**src/rtl/ffl_pkg.sv**
```systemverilog
package ffl_pkg;
  typedef enum logic [1:0] {
    ST_IDLE = 2'd0,
    ST_RUN  = 2'd1,
    ST_FIN  = 2'd2
  } ffl_state_e;

  localparam logic [1:0] RMODE_OFF    = 2'd0;
  localparam logic [1:0] RMODE_ALWAYS = 2'd1;
  localparam logic [1:0] RMODE_ARMED  = 2'd2;
endpackage

```
**src/rtl/ffl_issue.sv**
```systemverilog
module ffl_issue #(
  parameter int VLMAX      = 8,
  parameter int ADDR_W     = 16,
  parameter int ELEM_BYTES = 4,
  localparam int VL_W  = $clog2(VLMAX + 1),
  localparam int IDX_W = $clog2(VLMAX)
) (
  input  logic              clk_i,
  input  logic              rst_ni,
  input  logic              launch_i,
  input  logic [ADDR_W-1:0] base_i,
  input  logic [VL_W-1:0]   first_i,
  input  logic [VL_W-1:0]   end_i,
  input  logic              req_ready_i,
  output logic              req_valid_o,
  output logic [ADDR_W-1:0] req_addr_o,
  output logic [IDX_W-1:0]  req_idx_o
);
  function automatic logic [ADDR_W-1:0] elem_addr(input logic [ADDR_W-1:0] base,
                                                  input logic [VL_W-1:0] idx);
    return base + ADDR_W'(idx) * ADDR_W'(ELEM_BYTES);
  endfunction

  logic [VL_W-1:0]   ptr_q, end_q;
  logic [ADDR_W-1:0] base_q;
  logic              issue_fire;

  assign req_valid_o = ptr_q < end_q;
  assign req_idx_o   = ptr_q[IDX_W-1:0];
  assign req_addr_o  = elem_addr(base_q, ptr_q);
  assign issue_fire  = req_valid_o && req_ready_i;

  always_ff @(posedge clk_i or negedge rst_ni) begin
    if (!rst_ni) begin
      ptr_q  <= '0;
      end_q  <= '0;
      base_q <= '0;
    end else if (launch_i) begin
      ptr_q  <= first_i;
      end_q  <= end_i;
      base_q <= base_i;
    end else if (issue_fire) begin
      ptr_q <= ptr_q + 1'b1;
    end
  end

  // element indices climb by one per accepted request
  a_r10_ascending: assert property (@(posedge clk_i) disable iff (!rst_ni)
    (issue_fire && !launch_i) |=> (!req_valid_o || req_idx_o == IDX_W'($past(req_idx_o) + 1'b1)));
  // a stalled request is held unchanged
  a_r10_hold: assert property (@(posedge clk_i) disable iff (!rst_ni)
    (req_valid_o && !req_ready_i && !launch_i) |=> (req_valid_o && $stable(req_addr_o)));
endmodule

```
**src/rtl/ffl_collect.sv**
```systemverilog
module ffl_collect #(
  parameter int VLMAX = 8,
  localparam int VL_W  = $clog2(VLMAX + 1),
  localparam int IDX_W = $clog2(VLMAX)
) (
  input  logic             clk_i,
  input  logic             rst_ni,
  input  logic             launch_i,
  input  logic [VL_W-1:0]  expect_i,
  input  logic             rsp_valid_i,
  input  logic [IDX_W-1:0] rsp_idx_i,
  input  logic             rsp_fault_i,
  output logic [VLMAX-1:0] fault_vec_o,
  output logic             all_back_o
);
  logic [VL_W-1:0]  rcv_q, exp_q;
  logic [VLMAX-1:0] fault_q;
  logic             fault_hit;

  assign fault_hit   = rsp_valid_i && rsp_fault_i && (int'(rsp_idx_i) < VLMAX);
  assign fault_vec_o = fault_q;
  assign all_back_o  = rcv_q == exp_q;

  always_ff @(posedge clk_i or negedge rst_ni) begin
    if (!rst_ni) begin
      rcv_q   <= '0;
      exp_q   <= '0;
      fault_q <= '0;
    end else if (launch_i) begin
      rcv_q   <= '0;
      exp_q   <= expect_i;
      fault_q <= '0;
    end else begin
      if (rsp_valid_i) rcv_q <= rcv_q + 1'b1;
      if (fault_hit) fault_q[rsp_idx_i] <= 1'b1;
    end
  end

  // fault flags stay sticky until the next load starts
  a_r3_sticky: assert property (@(posedge clk_i) disable iff (!rst_ni)
    !launch_i |=> ((fault_vec_o & $past(fault_vec_o)) == $past(fault_vec_o)));
  // never more responses than requests issued
  a_r3_no_excess: assert property (@(posedge clk_i) disable iff (!rst_ni)
    (rsp_valid_i && !launch_i) |-> (rcv_q < exp_q));
endmodule

```
**src/rtl/ffl_policy.sv**
```systemverilog
module ffl_policy
  import ffl_pkg::*;
#(
  parameter int CNT_W = 3
) (
  input  logic             clk_i,
  input  logic             rst_ni,
  input  logic             pol_we_i,
  input  logic [CNT_W-1:0] thresh_i,
  input  logic [1:0]       rmode_i,
  input  logic             trap_all_i,
  input  logic             cnt_clr_i,
  input  logic             trunc_evt_i,
  output logic             escalate_o,
  output logic             restrict_o,
  output logic             trap_all_o
);
  localparam logic [CNT_W-1:0] CNT_MAX = {CNT_W{1'b1}};

  logic [CNT_W-1:0] cnt_q, thr_q;
  logic [1:0]       rmode_q;
  logic             trap_all_q;

  always_ff @(posedge clk_i or negedge rst_ni) begin
    if (!rst_ni) begin
      thr_q      <= '0;
      rmode_q    <= RMODE_OFF;
      trap_all_q <= 1'b0;
    end else if (pol_we_i) begin
      thr_q      <= thresh_i;
      rmode_q    <= rmode_i;
      trap_all_q <= trap_all_i;
    end
  end

  always_ff @(posedge clk_i or negedge rst_ni) begin
    if (!rst_ni) cnt_q <= '0;
    else if (cnt_clr_i) cnt_q <= '0;
    else if (trunc_evt_i && cnt_q != CNT_MAX) cnt_q <= cnt_q + 1'b1;
  end

  assign escalate_o = (thr_q != '0) && (cnt_q >= thr_q);
  assign restrict_o = (rmode_q == RMODE_ALWAYS) || ((rmode_q == RMODE_ARMED) && escalate_o);
  assign trap_all_o = trap_all_q;

  // the counter never wraps
  a_r6_saturate: assert property (@(posedge clk_i) disable iff (!rst_ni)
    (cnt_q == CNT_MAX && !cnt_clr_i) |=> (cnt_q == CNT_MAX));
  // the counter moves only on a truncation or a clear
  a_r6_quiet: assert property (@(posedge clk_i) disable iff (!rst_ni)
    (!cnt_clr_i && !trunc_evt_i) |=> $stable(cnt_q));
  // an escalated load never truncates
  a_r6_no_trunc_escalated: assert property (@(posedge clk_i) disable iff (!rst_ni)
    escalate_o |-> !trunc_evt_i);
endmodule

```
**src/rtl/ffirst_load_seq.sv**
```systemverilog
module ffirst_load_seq
  import ffl_pkg::*;
#(
  parameter int VLMAX      = 8,
  parameter int ADDR_W     = 16,
  parameter int ELEM_BYTES = 4,
  parameter int CNT_W      = 3,
  localparam int VL_W  = $clog2(VLMAX + 1),
  localparam int IDX_W = $clog2(VLMAX)
) (
  input  logic              clk_i,
  input  logic              rst_ni,
  input  logic              pol_we_i,
  input  logic [CNT_W-1:0]  pol_thresh_i,
  input  logic [1:0]        pol_rmode_i,
  input  logic              pol_trap_all_i,
  input  logic              cnt_clr_i,
  input  logic              start_i,
  input  logic [ADDR_W-1:0] base_i,
  input  logic [VL_W-1:0]   vl_i,
  input  logic [VL_W-1:0]   vstart_i,
  output logic              req_valid_o,
  input  logic              req_ready_i,
  output logic [ADDR_W-1:0] req_addr_o,
  output logic [IDX_W-1:0]  req_idx_o,
  input  logic              rsp_valid_i,
  input  logic [IDX_W-1:0]  rsp_idx_i,
  input  logic              rsp_fault_i,
  output logic              done_o,
  output logic [VL_W-1:0]   new_vl_o,
  output logic [VLMAX-1:0]  mask_o,
  output logic              trap_o,
  output logic [IDX_W-1:0]  trap_idx_o
);
  localparam logic [VL_W-1:0] VLMAX_V = VL_W'(VLMAX);

  function automatic logic [VL_W-1:0] lowest_set(input logic [VLMAX-1:0] v);
    logic [VL_W-1:0] r;
    r = VLMAX_V;
    for (int i = VLMAX - 1; i >= 0; i--) if (v[i]) r = VL_W'(i);
    return r;
  endfunction

  function automatic logic [VLMAX-1:0] low_ones(input logic [VL_W-1:0] n);
    logic [VLMAX-1:0] m;
    for (int i = 0; i < VLMAX; i++) m[i] = (VL_W'(i) < n);
    return m;
  endfunction

  ffl_state_e       state_q;
  logic [VL_W-1:0]  vl_q, vs_q;
  logic             rs_q;

  // named internal events
  logic             launch, fin, trunc_evt, trap_take, has_fault;
  logic             escalate, restrict_on, trap_all, all_back;
  logic [VL_W-1:0]  vl_eff, end_now, expect_now, first_f, dec_vl;
  logic             rs_now;
  logic [VLMAX-1:0] fault_vec, dec_mask;

  assign launch     = (state_q == ST_IDLE) && start_i;
  assign fin        = state_q == ST_FIN;
  assign vl_eff     = (vl_i > VLMAX_V) ? VLMAX_V : vl_i;
  assign rs_now     = restrict_on && (vstart_i == '0) && (vl_eff != '0);
  assign end_now    = rs_now ? VL_W'(1) : vl_eff;
  assign expect_now = (end_now > vstart_i) ? (end_now - vstart_i) : '0;

  ffl_policy #(.CNT_W(CNT_W)) u_policy (
    .clk_i, .rst_ni, .pol_we_i,
    .thresh_i(pol_thresh_i), .rmode_i(pol_rmode_i), .trap_all_i(pol_trap_all_i),
    .cnt_clr_i, .trunc_evt_i(trunc_evt),
    .escalate_o(escalate), .restrict_o(restrict_on), .trap_all_o(trap_all)
  );

  ffl_issue #(.VLMAX(VLMAX), .ADDR_W(ADDR_W), .ELEM_BYTES(ELEM_BYTES)) u_issue (
    .clk_i, .rst_ni, .launch_i(launch), .base_i,
    .first_i(vstart_i), .end_i(end_now), .req_ready_i,
    .req_valid_o, .req_addr_o, .req_idx_o
  );

  ffl_collect #(.VLMAX(VLMAX)) u_collect (
    .clk_i, .rst_ni, .launch_i(launch), .expect_i(expect_now),
    .rsp_valid_i, .rsp_idx_i, .rsp_fault_i,
    .fault_vec_o(fault_vec), .all_back_o(all_back)
  );

  always_ff @(posedge clk_i or negedge rst_ni) begin
    if (!rst_ni) begin
      state_q <= ST_IDLE;
      vl_q    <= '0;
      vs_q    <= '0;
      rs_q    <= 1'b0;
    end else begin
      case (state_q)
        ST_IDLE: if (start_i) begin
          state_q <= ST_RUN;
          vl_q    <= vl_eff;
          vs_q    <= vstart_i;
          rs_q    <= rs_now;
        end
        ST_RUN:  if (all_back) state_q <= ST_FIN;
        default: state_q <= ST_IDLE;
      endcase
    end
  end

  // decision on the lowest faulting element, independent of arrival order
  assign first_f   = lowest_set(fault_vec);
  assign has_fault = first_f != VLMAX_V;
  assign trap_take = has_fault && ((first_f == vs_q) || trap_all || escalate);
  assign trunc_evt = fin && has_fault && !trap_take;

  always_comb begin
    if (!has_fault)    dec_vl = rs_q ? VL_W'(1) : vl_q;
    else if (trap_take) dec_vl = vl_q;
    else               dec_vl = first_f;
    dec_mask = low_ones(has_fault ? first_f : dec_vl);
  end

  logic             done_q, trap_q;
  logic [VL_W-1:0]  new_vl_q;
  logic [VLMAX-1:0] mask_q;
  logic [IDX_W-1:0] tidx_q;

  always_ff @(posedge clk_i or negedge rst_ni) begin
    if (!rst_ni) begin
      done_q   <= 1'b0;
      trap_q   <= 1'b0;
      new_vl_q <= '0;
      mask_q   <= '0;
      tidx_q   <= '0;
    end else begin
      done_q <= fin;
      trap_q <= fin && trap_take;
      if (fin) begin
        new_vl_q <= dec_vl;
        mask_q   <= dec_mask;
        tidx_q   <= trap_take ? first_f[IDX_W-1:0] : '0;
      end
    end
  end

  assign done_o     = done_q;
  assign trap_o     = trap_q;
  assign new_vl_o   = new_vl_q;
  assign mask_o     = mask_q;
  assign trap_idx_o = tidx_q;

  // one-cycle result strobe
  a_r10_done_pulse: assert property (@(posedge clk_i) disable iff (!rst_ni)
    done_o |=> !done_o);
  // trap only with the strobe
  a_r10_trap_with_done: assert property (@(posedge clk_i) disable iff (!rst_ni)
    trap_o |-> done_o);
  // valid mask is a run of ones from element 0
  a_r4_mask_contig: assert property (@(posedge clk_i) disable iff (!rst_ni)
    done_o |-> ((mask_o & (mask_o + 1'b1)) == '0));
  // completion never grows vl
  a_r2_no_growth: assert property (@(posedge clk_i) disable iff (!rst_ni)
    (done_o && !trap_o) |-> (new_vl_o <= vl_q));
  // trap index lies in the active range
  a_r1_trap_range: assert property (@(posedge clk_i) disable iff (!rst_ni)
    trap_o |-> (VL_W'(trap_idx_o) >= vs_q && VL_W'(trap_idx_o) < vl_q));
  // an empty load issues nothing
  a_r9_empty_no_req: assert property (@(posedge clk_i) disable iff (!rst_ni)
    (launch && vl_eff == '0) |=> !req_valid_o);
endmodule

```
**config.mk**
```make
export PLATFORM = sky130hd
export DESIGN_NAME = ffirst_load_seq
export DESIGN_NICKNAME = d
export VERILOG_FILES = /design/src/rtl/ffl_pkg.sv /design/src/rtl/ffl_issue.sv /design/src/rtl/ffl_collect.sv /design/src/rtl/ffl_policy.sv /design/src/rtl/ffirst_load_seq.sv
export SDC_FILE = /design/constraint.sdc
export NUM_CORES = 1
export LEC_CHECK = 0
export ABC_AREA = 1
export BUFFER_PORTS_ARGS = -buffer_cell sky130_fd_sc_hd__buf_2
export CORE_UTILIZATION = 30
export DETAILED_ROUTE_END_ITERATION = 6
export GPL_ROUTABILITY_DRIVEN = 1
export PLACE_DENSITY_LB_ADDON = 0.05
export SETUP_SLACK_MARGIN = 0.3
export SLEW_MARGIN = 5
export SYNTH_ARGS = -nofsm -noshare
export SYNTH_HDL_FRONTEND = slang
export SYNTH_SLANG_ARGS = --single-unit
```
**constraint.sdc**
```tcl
create_clock -name clk_i -period 6.2 [get_ports clk_i]
set_input_delay 0.93 -clock clk_i [delete_from_list [all_inputs] [get_ports clk_i]]
set_output_delay 0.93 -clock clk_i [all_outputs]
set_load 0.1 [all_outputs]
```
==> qor.txt, run 1 <==
first-pass GRT wire length: 16800 um
share of cells above drive strength 1: 0.206
Die W: 120 um
status: finished, final reports clean
Layout Nets: 653
Final GP Congestion: 0.793
Num CTS Buffers: 9
gr usage total: 0.150
CP Data Arrival Time: 2.89 ns
critical path fanouts, max: 6
cell class contributing the biggest share of worst-path delay: simple AND/OR/NAND/NOR gates
H-tree depth: 3
startpoint class of the critical path: flip-flop
Syn Inst Count: 516
Setup Viol. Count Final: 0
pin count of the biggest net entering global routing: 52
row cnt: 42
Crit-path slowest cell: dfrtp_1
vias: 3424
Pre-antenna DRT Iters: 4
hold buffer count at cts: 0
crit-path cells: ha_1 -> inv_1 -> fa_1 -> inv_1 -> a31oi_1 -> nor3b_2 -> nand3_1 -> nor2_1 -> nand3_1 -> xor2_1 -> buf_2
Yosys cell types: 36
GRT overflow: 0
I/O Buffers: 77
vias per std cell: 4.44
slew margin rel.: 0.491
Detailed Place HPWL: 7230 um
Clock Tree Buf Depth: 2
total area of sequential cells: 1930 um2
synthesized cell area: 4180 um2
fin crit period: 3.82 ns
antenna-violating nets left: 0
Syn Nets: 578
number of global-route vias before repair: 3462
Seq/Total Area, Yosys: 0.461
RSZ-0062 raised after global routing: false
crit end category: output port
Die Area: 14400 um2
Final Max Tran Viols: 0
CP Data Required Time: 5.27 ns
Seq cells post-synth: 77
setup TNS: 0 ns
die height: 120 um
worst min path class: reg2reg
initial antenna violation count: 0
Post-CTS Repair Setup Buffers: 0
multi-input logic area: 1910 um2
1st-iter DRT viols: 127
Ys Warns: 0
Worst Tran Pin Value: 0.760 ns
CP peak stage delay: 0.44 ns
final period utilization: 0.616
Core Region: 13400 um2
Setup CP Type: reg2out
worst skew pair latency: 0.34 ns
Final Hold Vio Count: 0
Detailed Route WL: 9830 um
TritonCTS clock tree: done
fill count: 1446
initial core utilization: 0.312
Critical path buffers and inverters: 3
Max-Cap Viols: 0
CTS sink cnt: 77
post-CTS resize count: 0
clk root buf: clkbuf_16
Ant. Diodes: 0
clk slew on worst S/H paths: 0.06 ns
Synth Area per Inst: 8.09 um2
WL/cell: 12.7 um
dpl cell area: 4730 um2
Post-route DRC: 0
Fmax: 0.262 GHz
post-route cell area: 5070 um2
Clock Skew: 0.00682 ns
area grow syn2layout: 21.4%
I/O pins: 78
-- cell families after synthesis --
logic type               Yosys count  share of synthesized area
buffers and inverters             85                     0.0815
multiplexers                       2                    0.00539
adder cells (fa/ha/maj)           21                     0.0665
XOR/XNOR                          18                     0.0377
AO/OA/AOI/OAI                     70                     0.0926
flip-flops                        77                      0.461
AND/OR/NAND/NOR                  243                      0.255
-- metrics by stage --
step	util	setup slack (ns)	hold slack, ns	cells
after floorplan	-	2.07	0.450	516
after global placement	0.353	2.77	0.460	756
after detailed placement	0.353	2.74	0.464	756
after CTS	0.378	2.35	0.480	772
after global routing	0.378	2.17	0.501	772
final	0.378	2.38	0.473	772
-- area by class of cell --
type | instances | area share
Clock inverter | 4 | 0.0151
Clock buffer | 12 | 0.0526
Inverter | 69 | 0.0516
Tap cell | 176 | 0.0434
Multi-Input combinational cell | 354 | 0.377
Sequential cell | 77 | 0.380
Timing Repair Buffer | 80 | 0.0809
-- layout by cell type (no fill, tap or decap), types with 3 or more instances in the layout --
cell type	synthesis	layout
a21oi_1	19	19
ha_1	19	19
nand3_1	32	32
buf_2	0	76
nor2_4	5	5
nor2_1	25	25
nor3_1	3	3
o211ai_1	4	4
clkbuf_8	0	3
a31oi_1	3	3
nand2_1	156	156
nor2_2	3	3
nand2_2	7	7
dfrtp_1	77	77
clkbuf_16	0	9
buf_4	5	4
nand4_1	4	4
xor2_1	11	11
o21ai_0	36	36
or2_2	3	3
inv_1	66	66
xnor2_1	7	7
-- worst reg2reg max path: stages (launching register included) --
cell      delay, ns
dfrtp_1        0.40
ha_1           0.32
nand2_1        0.06
o211ai_1       0.20
nand3_1        0.11
nand2_1        0.11
nand2_1        0.09
inv_1          0.11
nand2_1        0.09
nand2_1        0.07
inv_1          0.06
ha_1           0.21
fa_1           0.40
o21ai_0        0.17
nand3_1        0.14
o21ai_0        0.20
-- synthesized netlist by cell type, drive strengths merged --
master	n	area (um2)
a2111oi	1	8.76
a21o	2	15.0
a21oi	20	104
a31oi	4	31.3
buf	5	37.5
clkbuf	11	41.3
clkinv	1	3.75
dfrtp	77	1930
fa	2	40.0
ha	19	238
inv	68	258
mux2	2	22.5
nand2	164	641
nand3	33	170
nand4	4	25.0
nor2	33	169
nor3	3	15.0
nor3b	2	20.0
nor4	1	6.26
o211ai	4	30.0
o21ai	38	190
o31ai	1	7.51
or2	3	18.8
xnor2	7	61.3
xor2	11	96.3
-- sequential cells by signal (all words and copies together) (netlist names) --
name                   count
u_collect.exp_q            4
u_issue.ptr_q              4
trap_o                     1
u_collect.rcv_q            4
state_q                    2
vl_q                       4
rs_q                       1
done_o                     1
u_issue.end_q              4
trap_idx_o                 3
mask_o                     8
u_policy.cnt_q             3
u_policy.thr_q             3
u_issue.base_q            16
u_policy.rmode_q           2
u_collect.fault_vec_o      8
vs_q                       4
u_policy.trap_all_o        1
new_vl_o                   4
-- per-layer routing --
metal,GRT usage,vias to the layer above,wire [um]
li1,-,1776,-
met1,0.193,1577,4780
met2,0.243,64,4510
met3,0.0475,7,445
met4,0.0375,0,91
met5,0,-,0
-- worst paths after layout --
check                                  start                  to  slack [ns]  cells past startpoint
min reg2reg                    trap_idx_o[2]       trap_idx_o[2]        0.47                      2
max reg2reg                u_policy.cnt_q[2]  u_collect.exp_q[0]        3.37                     15
min                            trap_idx_o[2]       trap_idx_o[2]        0.47                      2
max in group asynchronous             rst_ni  u_collect.rcv_q[3]        4.69                      2
min in group asynchronous             rst_ni   u_policy.thr_q[1]        0.50                      1
max                         u_issue.ptr_q[0]      req_addr_o[14]        2.38                     11
Power of run 1 is left out: the tool's default activity adds up to more than one toggle a clock period on the data nets, which glitch-free logic cannot reach.
==> inputs of run 2 (changes only) <==
--- a/config.mk
+++ b/config.mk
@@ -5,7 +5,7 @@
 export SDC_FILE = /design/constraint.sdc
 export NUM_CORES = 1
 export LEC_CHECK = 0
-export ABC_AREA = 1
+export ABC_AREA = 0
 export BUFFER_PORTS_ARGS = -buffer_cell sky130_fd_sc_hd__buf_2
 export CORE_UTILIZATION = 30
 export DETAILED_ROUTE_END_ITERATION = 6
==> constraint.sdc (replaced) <==
create_clock -name clk_i -period 3.3 [get_ports clk_i]
set_input_delay 0.495 -clock clk_i [delete_from_list [all_inputs] [get_ports clk_i]]
set_output_delay 0.495 -clock clk_i [all_outputs]
set_load 0.1 [all_outputs]
==> qor.txt, run 2 <==
status: finished, final reports clean
antenna-violating nets left: 0 (unchanged)
Synth top area share: 0.467 (+0.00602)
Syn Inst Count: 443 (-14%)
synthesized cell area: 4120 um2 (-1.3%)
worst skew pair latency: 0.34 ns (about the same)
fin crit period: 2.90 ns
H-tree depth: 3 (unchanged)
Setup CP Type: reg2out
Final Max Tran Viols: 0 (unchanged)
first-pass GRT wire length: 17000 um (+1.4%)
Area contributors post-synth: dfrtp_1 (47%), nand2_1 (8.3%), ha_1 (5.8%), xnor2_1 (3.2%), nor2_1 (3.0%)
I/O pins: 78 (unchanged)
Final GP Congestion: 0.747 (-5.7%)
Ant. Diodes: 0 (unchanged)
Clock Tree Buf Depth: 2 (unchanged)
CP peak stage delay: 0.35 ns (-0.09 ns)
critical path fanouts, max: 4 (-2)
crit-path cells: ha_1 -> inv_1 -> fa_2 -> nor2b_1 -> o21ai_0 -> nand2b_1 -> nor2b_4 -> nand4_1 -> xnor2_2 -> buf_6
1st-iter DRT viols: 112 (-12%)
hold buffer count at cts: 0 (unchanged)
Seq/Total Area, Yosys: 0.467 (+0.00602)
WL/cell: 14.5 um (+14%)
TritonCTS clock tree: done
Ys Warns: 0 (unchanged)
Worst Tran Pin Value: 0.806 ns (+0.0457 ns)
Die W: 119 um (-0.64%)
Crit-path slowest cell: fa_2
Max-Cap Viols: 0 (unchanged)
startpoint class of the critical path: flip-flop
Post-synth EDFFs: 0 (unchanged)
most frequent cells in the layout: nand2_1 (91), dfrtp_1 (76), buf_2 (66), nor2_1 (33)
crit end category: output port
share of cells above drive strength 1: 0.250 (+0.0441)
gr usage total: 0.156 (+0.00550)
slew margin rel.: 0.461 (-0.0299)
vias per std cell: 4.65 (+4.8%)
max reg flops: 16 (unchanged)
Layout Nets: 584 (-11%)
vias: 3267 (-4.6%)
die height: 119 um (-0.64%)
RSZ-0062 raised after global routing: true
Core Region: 13300 um2 (-0.39%)
initial antenna violation count: 1 (+1)
Async SR Flop Fraction: 1.00 (unchanged)
Fmax: 0.345 GHz
number of global-route vias before repair: 3339 (-3.6%)
CP Data Required Time: 2.80 ns (-2.47 ns)
Pre-antenna DRT Iters: 4 (unchanged)
Synth area leader: dfrtp_1
final period utilization: 0.878
worst min path class: in2async
Setup Viol. Count Final: 0 (unchanged)
CP Data Arrival Time: 2.40 ns (-0.49 ns)
Seq cells post-synth: 77 (unchanged)
Final Hold Vio Count: 0 (unchanged)
CTS sink cnt: 77 (unchanged)
Clock Skew: 0.00905 ns (+0.00222 ns)
Post-route DRC: 0 (unchanged)
clk slew on worst S/H paths: 0.06 ns (about the same)
top post-synthesis cells by count: nand2_1 (91), dfrtp_1 (77), nor2_1 (33), o21ai_0 (23), a21oi_1 (22)
Num CTS Buffers: 9 (unchanged)
area grow syn2layout: 25.0%
setup TNS: 0 ns (unchanged)
Die Area: 14200 um2 (-1.3%)
clk root buf: clkbuf_16
Reg with most FFs: u_issue.base_q
pin count of the biggest net entering global routing: 44 (-15%)
Detailed Route WL: 10200 um (+4.0%)
GRT overflow: 0 (unchanged)
Yosys cell types: 53 (+47%)
initial core utilization: 0.309 (-0.00280)
Syn Nets: 505 (-13%)
Synth Flop Type: dfrtp_1
I/O Buffers: 77 (unchanged)
top-count cell post-synth: nand2_1
Detailed Place HPWL: 7460 um (+3.3%)
row cnt: 42 (unchanged)
most common cell after layout, fill and taps aside: nand2_1
Synth Area per Inst: 9.31 um2 (+15%)
[run 2: routing by layer]
metal | global-route usage | routed length, um
met1 | 0.192 | 4730
met3 | 0.0517 | 490
met5 | 0 | 10
met4 | 0.0403 | 87
met2 | 0.259 | 4900
[run 2: critical path: cells and delay by family (launching register included)]
family / cells / cell delay, ns
DFF: 1 / 0.34
xor gates and xnor gates: 1 / 0.19
buffers and inverters: 2 / 0.31
and+or+nand+nor: 4 / 0.64
AOI/OAI and AO/OA: 1 / 0.08
adders and majority gates: 2 / 0.52
[run 2: stage by stage]
stage               cells  setup slack, ns  area [um2]   util  hold WS (ns)
finish                703            0.403        5150  0.386         0.116
global route          703            0.182        5150  0.386         0.155
CTS                   702            0.213        5120  0.384         0.133
detailed placement    686            0.344        4780  0.358         0.465
global placement      686            0.386        4780  0.358         0.454
floorplan             443            0.196        4200      -         0.199
[run 2: cell type report]
type	instances	area, um2
fillers	1405	8190
inverters	22	82.6
clock inverters	3	42.5
multi-input cells	327	2130
clock buffers	13	270
flip-flops and latches	77	1930
repair buffers	85	480
well taps	176	220
[run 2: path summary, 6_finish.rpt]
path                                       to  slack [ns]  depth (start not counted)         startpoint
max in group asynchronous    u_issue.ptr_q[1]        2.46                          2             rst_ni
max                            req_addr_o[14]        0.40                         10   u_issue.ptr_q[0]
min                                 mask_o[1]        0.12                          1             rst_ni
min in group clk_i          u_issue.base_q[2]        0.34                          3          base_i[2]
min reg2reg                     trap_idx_o[1]        0.47                          2      trap_idx_o[1]
max reg2reg                u_collect.exp_q[1]        0.55                         15  u_policy.cnt_q[0]
[run 2: cells by family (layout without fill, tap and decap cells)]
family / Yosys count / count (layout) / share of synthesized area
buffers and inverters: 39 / 123 / 0.0401
AND/OR/NAND/NOR: 190 / 190 / 0.217
multiplexers: 12 / 12 / 0.0319
adder cells (fa/ha/maj): 21 / 21 / 0.0674
XOR/XNOR: 23 / 23 / 0.0489
AO/OA/AOI/OAI: 81 / 81 / 0.128
flip-flops: 77 / 77 / 0.467
[run 2: timing repair]
item / in CTS / in global routing
setup buffers: 0 / 1
setup endpoints to repair: 9 / 13
gates resized for setup: 11 / 10
Power of run 2 is left out for the same reason.
==> inputs of run 3 (changes only) <==
==> constraint.sdc (replaced) <==
create_clock -name clk_i -period 3.3 [get_ports clk_i]
set_input_delay 0.165 -clock clk_i [delete_from_list [all_inputs] [get_ports clk_i]]
set_output_delay 0.165 -clock clk_i [all_outputs]
set_load 0.1 [all_outputs]
==> qor.txt, run 3 (synthesized netlist as in run 2, its figures left out) <==
status: finished, violations left
failing checks: hold timing
clk slew on worst S/H paths: 0.06 ns (about the same)
Detailed Place HPWL: 7120 um (-4.5%)
startpoint class of the critical path: flip-flop
dpl cell area: 4720 um2 (-1.3%)
Final Hold Vio Count: 16 (+16)
Most common cell on crit path: a21o_1
worst skew pair latency: 0.34 ns (about the same)
initial antenna violation count: 0 (-1)
GRT overflow: 0 (unchanged)
initial core utilization: 0.309 (unchanged)
final core occ: 0.382 (-0.00459)
Crit-path slowest cell: dfrtp_1
share of cells above drive strength 1: 0.243 (-0.00713)
1st-iter DRT viols: 167 (+49%)
H-tree depth: 3 (unchanged)
Num CTS Buffers: 9 (unchanged)
Ant. Diodes: 0 (unchanged)
Layout Nets: 583 (-0.17%)
Die W: 119 um (unchanged)
Reg with most FFs: u_issue.base_q
I/O Buffers: 77 (unchanged)
Die Area: 14200 um2 (unchanged)
Final Max Tran Viols: 0 (unchanged)
fill count: 1414 (+0.64%)
I/O pins: 78 (unchanged)
die height: 119 um (unchanged)
most frequent cells in the layout: nand2_1 (91), dfrtp_1 (76), buf_2 (74), nor2_1 (33), inv_1 (21)
area grow syn2layout: 23.5%
fin crit period: 2.80 ns (-0.0955 ns)
critical path fanouts, max: 7 (+3)
pin count of the biggest net entering global routing: 78 (+77%)
worst min path class: in2async
vias per std cell: 4.67 (+0.51%)
Clock Tree Buf Depth: 2 (unchanged)
Max-Cap Viols: 0 (unchanged)
CTS sink cnt: 77 (unchanged)
Fmax: 0.357 GHz (+3.4%)
Setup Viol. Count Final: 0 (unchanged)
setup TNS: 0 ns (unchanged)
Final GP Congestion: 0.697 (-6.7%)
CP peak stage delay: 0.47 ns (+0.12 ns)
antenna-violating nets left: 0 (unchanged)
number of global-route vias before repair: 3375 (+1.1%)
Worst Tran Pin Value: 1.02 ns (+0.211 ns)
post-route cell area: 5090 um2 (-1.2%)
Post-route DRC: 0 (unchanged)
max reg flops: 16 (unchanged)
crit end category: output port
RSZ-0062 raised after global routing: true
CP Data Required Time: 3.13 ns (+0.33 ns)
row cnt: 42 (unchanged)
vias: 3279 (+0.37%)
Pre-antenna DRT Iters: 4 (unchanged)
WL/cell: 13.9 um (-4.5%)
slew margin rel.: 0.320 (-0.141)
CP Data Arrival Time: 2.64 ns (+0.24 ns)
Setup CP Type: reg2out
worst hold slack: -0.0319 ns (-0.148 ns)
final period utilization: 0.849 (-0.0289)
Core Region: 13300 um2 (unchanged)
Detailed Route WL: 9740 um (-4.6%)
Clock Skew: 0.00439 ns (-0.00465 ns)
gr usage total: 0.152 (-0.00351)
most common cell after layout, fill and taps aside: nand2_1
crit-path cells: ha_1 -> a21o_1 -> a21o_1 -> a21oi_1 -> nor2_1 -> nand3_1 -> xnor2_2 -> buf_2
TritonCTS clock tree: done
first-pass GRT wire length: 16700 um (-1.7%)
clk root buf: clkbuf_16
==> run 3: changes by cell type in the layout (fill, tap and decap cells not counted), moves of 2 or more <==
cell     delta
buf_2       +8
buf_4       -8
xnor2_1     +2
xnor2_2     -2
xor2_1      +3
xor2_2      -3
==> run 3: layout make-up <==
type	count	area, um2	area share
Tap cell	176	220	0.0432
Multi-Input combinational cell	327	2100	0.413
Clock buffer	11	253	0.0496
Clock inverter	5	58.8	0.0115
Timing Repair Buffer	84	449	0.0882
Sequential cell	77	1930	0.379
Inverter	22	82.6	0.0162
==> run 3: stage by stage <==
step	setup slack, ns	instances	hold WS (ns)
floorplan	0.324	443	-0.131
global placement	0.309	683	0.355
detailed placement	0.261	683	0.359
CTS	0.361	699	0.00218
global route	0.223	702	0.00672
finish	0.499	702	-0.0319
==> run 3: layer usage <==
| layer | part of all wire | GRT usage |
|---|---|---|
| met2 | 0.47 | 0.242 |
| met3 | 0.049 | 0.0551 |
| met5 | 0 | 0 |
| met4 | 0.010 | 0.0403 |
| met1 | 0.47 | 0.194 |
==> run 3: worst paths after layout <==
path | startpoint | end | slack, ns | depth (start not counted)
setup reg to reg | u_policy.cnt_q[2] | u_collect.exp_q[1] | 0.56 | 14
min in group clk_i | base_i[5] | u_issue.base_q[5] | 0.02 | 3
hold / removal | rst_ni | mask_o[3] | -0.03 | 1
max in group asynchronous | rst_ni | u_issue.ptr_q[0] | 2.57 | 1
hold reg to reg | mask_o[1] | mask_o[1] | 0.47 | 2
setup / recovery | u_issue.ptr_q[1] | req_addr_o[13] | 0.50 | 8
==> run 3: timing repair <==
| action | in CTS | in global routing |
|---|---|---|
| setup buffers | 0 | 3 |
| gates resized for setup | 2 | 14 |
| pin swaps | 0 | 4 |
| hold buffers | 0 | 0 |
| endpoints found under the setup margin | 4 | 6 |
==> run 3: worst max-delay path: cells and delay by family (launching register included) <==
family,cells,cell delay (ns)
AO/OA/AOI/OAI,3,0.69
XOR/XNOR,1,0.11
adder cells (fa/ha/maj),1,0.32
buffers and inverters,1,0.44
flip-flops,1,0.47
AND/OR/NAND/NOR,2,0.27
Power of run 3 is left out for the same reason.
